**src/rtl/bw_pkg.sv**
```systemverilog
package bw_pkg;

  // Partial-product cell: plain AND, inverted when exactly one sign bit is involved.
  function automatic logic pp_cell(input logic a_bit, input logic b_bit, input logic mixed);
    logic p;
    p = a_bit & b_bit;
    return mixed ? ~p : p;
  endfunction

  // Full-adder arithmetic, returned as {carry, sum}.
  function automatic logic [1:0] fa_fn(input logic x, input logic y, input logic z);
    logic s;
    logic c;
    s = x ^ y ^ z;
    c = (x & y) | (x & z) | (y & z);
    return {c, s};
  endfunction

  // Four-bit lookahead group, returned as {carry_out, sum[3:0]}.
  function automatic logic [4:0] cla4_fn(input logic [3:0] x, input logic [3:0] y, input logic cin);
    logic [3:0] g;
    logic [3:0] p;
    logic [4:0] c;
    g = x & y;
    p = x ^ y;
    c[0] = cin;
    c[1] = g[0] | (p[0] & cin);
    c[2] = g[1] | (g[0] & p[1]) | (cin & p[0] & p[1]);
    c[3] = g[2] | (g[1] & p[2]) | (g[0] & p[1] & p[2]) | (cin & p[0] & p[1] & p[2]);
    c[4] = g[3] | (g[2] & p[3]) | (g[1] & p[2] & p[3]) | (g[0] & p[1] & p[2] & p[3])
         | (cin & p[0] & p[1] & p[2] & p[3]);
    return {c[4], p ^ c[3:0]};
  endfunction

endpackage

```
**src/rtl/bw_fa.sv**
```systemverilog
module bw_fa (
  input  logic x,
  input  logic y,
  input  logic z,
  output logic s,
  output logic c
);
  import bw_pkg::*;

  logic [1:0] res;

  assign res = fa_fn(x, y, z);
  assign s   = res[0];
  assign c   = res[1];
endmodule

```
**src/rtl/bw_pp_gen.sv**
```systemverilog
module bw_pp_gen #(
  parameter int WIDTH = 8
) (
  input  logic [WIDTH-1:0]               mcand,
  input  logic [WIDTH-1:0]               mplier,
  output logic [WIDTH:0][2*WIDTH-1:0]    rows
);
  import bw_pkg::*;

  localparam int PW  = 2 * WIDTH;
  localparam int MSB = WIDTH - 1;

  // Rows 0..WIDTH-1 hold shifted partial products; row WIDTH holds the correction ones.
  always_comb begin
    rows = '0;
    for (int k = 0; k < WIDTH; k++) begin
      for (int i = 0; i < WIDTH; i++) begin
        rows[k][i+k] = pp_cell(mcand[i], mplier[k], (i == MSB) != (k == MSB));
      end
    end
    rows[WIDTH][WIDTH]  = 1'b1;
    rows[WIDTH][PW-1]   = 1'b1;
  end
endmodule

```
**src/rtl/bw_csa_array.sv**
```systemverilog
module bw_csa_array #(
  parameter int WIDTH = 8
) (
  input  logic [WIDTH:0][2*WIDTH-1:0] rows,
  output logic [2*WIDTH-1:0]          sum_vec,
  output logic [2*WIDTH-1:0]          carry_vec
);
  localparam int PW     = 2 * WIDTH;
  localparam int STAGES = WIDTH - 1;

  logic [PW-1:0] st_s [0:STAGES];
  logic [PW-1:0] st_c [0:STAGES];

  assign st_s[0] = rows[0];
  assign st_c[0] = rows[1];

  // Each stage folds one further row into the running sum/carry pair.
  for (genvar s = 0; s < STAGES; s++) begin : g_stage
    logic [PW-1:0] fa_cy;
    logic [PW-1:0] fa_sm;
    for (genvar b = 0; b < PW; b++) begin : g_bit
      bw_fa u_fa (
        .x (st_s[s][b]),
        .y (st_c[s][b]),
        .z (rows[s+2][b]),
        .s (fa_sm[b]),
        .c (fa_cy[b])
      );
    end
    assign st_s[s+1] = fa_sm;
    assign st_c[s+1] = {fa_cy[PW-2:0], 1'b0};
  end

  assign sum_vec   = st_s[STAGES];
  assign carry_vec = st_c[STAGES];
endmodule

```
**src/rtl/bw_cla.sv**
```systemverilog
module bw_cla #(
  parameter int W = 16
) (
  input  logic [W-1:0] x,
  input  logic [W-1:0] y,
  output logic [W-1:0] sum
);
  import bw_pkg::*;

  localparam int GROUPS = (W + 3) / 4;
  localparam int GW     = GROUPS * 4;

  logic [GW-1:0]   xp;
  logic [GW-1:0]   yp;
  logic [GW-1:0]   sp;
  logic [GROUPS:0] gc;

  assign xp    = GW'(x);
  assign yp    = GW'(y);
  assign gc[0] = 1'b0;

  for (genvar g = 0; g < GROUPS; g++) begin : g_grp
    logic [4:0] r;
    assign r            = cla4_fn(xp[4*g +: 4], yp[4*g +: 4], gc[g]);
    assign sp[4*g +: 4] = r[3:0];
    assign gc[g+1]      = r[4];
  end

  assign sum = sp[W-1:0];
endmodule

```
**src/rtl/bw_mult.sv**
```systemverilog
module bw_mult #(
  parameter int WIDTH   = 8,
  parameter bit REG_OUT = 1'b1
) (
  input  logic                 clk,
  input  logic                 rst_n,
  input  logic [WIDTH-1:0]     op_a,
  input  logic [WIDTH-1:0]     op_b,
  output logic [2*WIDTH-1:0]   product
);
  localparam int PW = 2 * WIDTH;

  logic [WIDTH:0][PW-1:0] pp_rows;
  logic [PW-1:0]          cs_sum;
  logic [PW-1:0]          cs_carry;
  logic [PW-1:0]          mul_raw;

  bw_pp_gen #(.WIDTH(WIDTH)) u_pp (
    .mcand  (op_a),
    .mplier (op_b),
    .rows   (pp_rows)
  );

  bw_csa_array #(.WIDTH(WIDTH)) u_csa (
    .rows      (pp_rows),
    .sum_vec   (cs_sum),
    .carry_vec (cs_carry)
  );

  bw_cla #(.W(PW)) u_cpa (
    .x   (cs_sum),
    .y   (cs_carry),
    .sum (mul_raw)
  );

  if (REG_OUT) begin : g_reg
    logic [PW-1:0] prod_q;
    always_ff @(posedge clk) begin
      if (!rst_n) prod_q <= '0;
      else        prod_q <= mul_raw;
    end
    assign product = prod_q;

    // reset clears the output register
    assert_reset_clear_R7: assert property (@(posedge clk) !rst_n |=> (product == '0));
  end else begin : g_comb
    assign product = mul_raw;
  end

  // lookahead stage resolves the carry-save pair modulo 2^PW
  assert_cpa_merge_R1: assert property (@(posedge clk) disable iff (!rst_n)
    PW'(cs_sum + cs_carry) == mul_raw);

  // a zero operand forces a zero result
  assert_zero_operand_R3: assert property (@(posedge clk) disable iff (!rst_n)
    (op_a == '0 || op_b == '0) |-> (mul_raw == '0));

  // result sign follows the operand signs when neither is zero
  assert_sign_rule_R4: assert property (@(posedge clk) disable iff (!rst_n)
    (op_a != '0 && op_b != '0) |-> (mul_raw[PW-1] == (op_a[WIDTH-1] ^ op_b[WIDTH-1])));

  // multiply by +1 returns the sign-extended multiplicand
  assert_unit_mult_R5: assert property (@(posedge clk) disable iff (!rst_n)
    (op_b == WIDTH'(1)) |-> (mul_raw == {{WIDTH{op_a[WIDTH-1]}}, op_a}));
endmodule

```
**config.mk**
```make
export PLATFORM = sky130hd
export DESIGN_NAME = bw_mult
export DESIGN_NICKNAME = d
export VERILOG_FILES = /design/src/rtl/bw_pkg.sv /design/src/rtl/bw_fa.sv /design/src/rtl/bw_pp_gen.sv /design/src/rtl/bw_csa_array.sv /design/src/rtl/bw_cla.sv /design/src/rtl/bw_mult.sv
export SDC_FILE = /design/constraint.sdc
export NUM_CORES = 1
export LEC_CHECK = 0
export CORE_MARGIN = 2
export CORE_UTILIZATION = 49
export CTS_CLUSTER_DIAMETER = 30
export DETAILED_ROUTE_END_ITERATION = 7
export HOLD_SLACK_MARGIN = 0.06
export PLACE_DENSITY = 0.77
export SLEW_MARGIN = 20
export SYNTH_ARGS = -nofsm -noshare
export SYNTH_HDL_FRONTEND = slang
export SYNTH_SLANG_ARGS = --single-unit
```
**constraint.sdc**
```tcl
create_clock -name clk -period 5.3 [get_ports clk]
set_input_delay 0.53 -clock clk [delete_from_list [all_inputs] [get_ports clk]]
set_output_delay 0.53 -clock clk [all_outputs]
set_load 0.05 [all_outputs]
```
==> run_results.csv <==
group,metric,value,unit
status,run_status,"finished clean",
die,die_area,0.00478,sq mm
sta,hold_violations,0,
global_route,globalRouteTotalUtil,0.184,
sta,whs,0.696,ns
die,die_w,69.2,um
setup_path,start_kind,"input port",
cts,cts_tree,"done",
final_layout,layout_common_cells,"nand2_1, and2_1, inv_1",
cts,cts.sinks,16,
sta,finalCritPeriodShare,0.994,
routing,antenna_left,0,
place,hpwl,3.35,mm
yosys,synth-main-ff-cell,"dfxtp_1",
sta,slew_viol_final,0,
yosys,ys_warn_count,0,
yosys,ys_seq_area_frac,0.154,
setup_path,required,5.44,ns
routing,drt_iter0_drc,28,
job,maxCapViolations,0,
sta,fin_setup_tns,0,ns
yosys,ys_async_sr_fraction,0,
power,peakVddDrop,365,uV
sta,finalSetupViolCount,0,
place,io_buffers,33,
yosys,netlist_area,0.00208,sq mm
yosys,synth.distinct_cells,21,
die,num_rows,23,
setup_path,cp-end-kind,"flop",
final_layout,area_growth_syn_to_layout,35.7,%
die,ios,34,
yosys,syn_nets,294,
yosys,synth-edff-count,0,
global_route,grt_max_degree,14,
cts,cts.path.max_buffers,2,
final_layout,fillers,309,
final_layout,mostFrequentLayoutCell,"nand2_1",
global_route,grt_overflow,0,
power,leakage,1.26,nW
global_route,grt_pass1_wl,7.04,mm
final_layout,layout.nets,346,
cts,clock-root-buffer,"clkbuf_8",
sta,maxSlewHeadroom,0.649,
routing,drc,0,
routing,wire_per_inst,12.9,um
sta,worst_slew_pin_slew,0.525,ns
routing,num_vias,1550,
setup_path,critPathKind,"in2reg",
yosys,synth.avg_cell_area,9.96,sq um
power,total_power,1.73,mW
setup_path,worstPathMaxFanout,4,
final_layout,antenna_cells,0,
final_layout,largest_register_ffs,16,
yosys,syn_inst,209,
die,start_util,0.513,
sta,rsz0062_at_grt,"true",
hold_path,hold_class,"in2reg",
die,chipHeight,69.2,um
hold_path,whs_path_depth,3,
die,core_area,0.00406,sq mm
yosys,synth_seq_cells,16,
place,gp_congestion,0.813,
setup_path,crit_arrival,5.41,ns
routing,vias_per_cell,5.00,
cts,htree_levels,1,
cts,cts.reportedPaths.clkPinSlew,0.07,ns
global_route,first_global_vias,1712,
routing,firstDrtPassIters,4,
routing,wirelength,3.98,mm
power,p_per_area,613,mW/mm^2
global_route,antenna_found_initial,0,
sta,fin_crit,5.27,ns
sta,max_freq,0.190,GHz
final_layout,drive_above_1_share,0.281,
cts,cts_made_buffers,3,
per-layer routing:
layer | track usage | vias up | wire length, um
li1 | - | 732 | -
met1 | 0.206 | 787 | 1580
met2 | 0.359 | 26 | 2270
met3 | 0.0219 | 5 | 85
met4 | 0.0523 | 0 | 49
met5 | 0 | - | 0
final cells by class:
cell class / count / area [sq um] / share of cell area
multi-input combinational: 160 / 1820 / 0.646
tap: 50 / 62.6 / 0.0222
sequential: 16 / 320 / 0.113
timing repair buffer: 50 / 448 / 0.159
inverter: 30 / 113 / 0.0399
clock buffer: 4 / 55.1 / 0.0195
path summary, 6_finish.rpt:
check | startpoint | end | slack (ns)
worst max-delay path | op_a[6] | product[14]$_SDFF_PN0_ | 0.03
worst min-delay path | op_b[0] | product[0]$_SDFF_PN0_ | 0.70
power breakdown:
part           leakage (nW)  internal (mW)  switching [mW]
combinational          1.10          0.717           0.724
sequential            0.133          0.168         0.00944
clock                0.0288         0.0660          0.0446
total                  1.26          0.952           0.778
repair_timing:
item	in CTS	in global routing
resized for setup	48	24
endpoints found under the setup margin	4	4
hold buffers	0	0
pin swaps	17	14
buffers inserted	2	0
stage by stage:
| stage | utilization | cell area [sq um] | setup slack, ns | cells |
|---|---|---|---|---|
| global placement | 0.660 | 2680 | -0.741 | 304 |
| floorplan | - | 2210 | -0.0279 | 209 |
| global route | 0.696 | 2820 | -0.117 | 310 |
| finish | 0.696 | 2820 | 0.0315 | 310 |
| detailed placement | 0.660 | 2680 | -0.784 | 304 |
| CTS | 0.683 | 2770 | -0.0970 | 310 |
cell usage after synthesis (2+ instances only):
cell type | n | area (sq um)
dfxtp_1 | 16 | 320
nand2_1 | 43 | 161
inv_1 | 30 | 113
ha_1 | 24 | 300
nor3_1 | 3 | 15.0
o21a_1 | 2 | 15.0
nor2_1 | 3 | 11.3
fa_1 | 43 | 861
and2_1 | 31 | 194
clkbuf_1 | 3 | 11.3
cells by family (layout without fill, tap and decap cells):
family,after synthesis,after routing,synth area share
buffers and inverters,33,84,0.0595
adders and majority gates,67,67,0.558
DFF,16,16,0.154
muxes,1,1,0.00481
AOI/OAI and AO/OA,6,6,0.0192
and+or+nand+nor,84,84,0.196
xor gates and xnor gates,2,2,0.00842
worst max-delay path, cell delays in order:
cell	delay (ns)
buf_4	0.13
and2_4	0.16
ha_4	0.25
inv_2	0.03
fa_2	0.57
fa_2	0.44
fa_1	0.48
inv_1	0.05
fa_1	0.50
inv_2	0.04
fa_1	0.48
ha_4	0.29
inv_2	0.04
ha_4	0.15
ha_4	0.16
o21ai_4	0.14
a21boi_2	0.08
or2_4	0.25
ha_4	0.17
o21a_1	0.20
nor3_1	0.21
nor3_2	0.05
(Power assumes the default switching activity.)
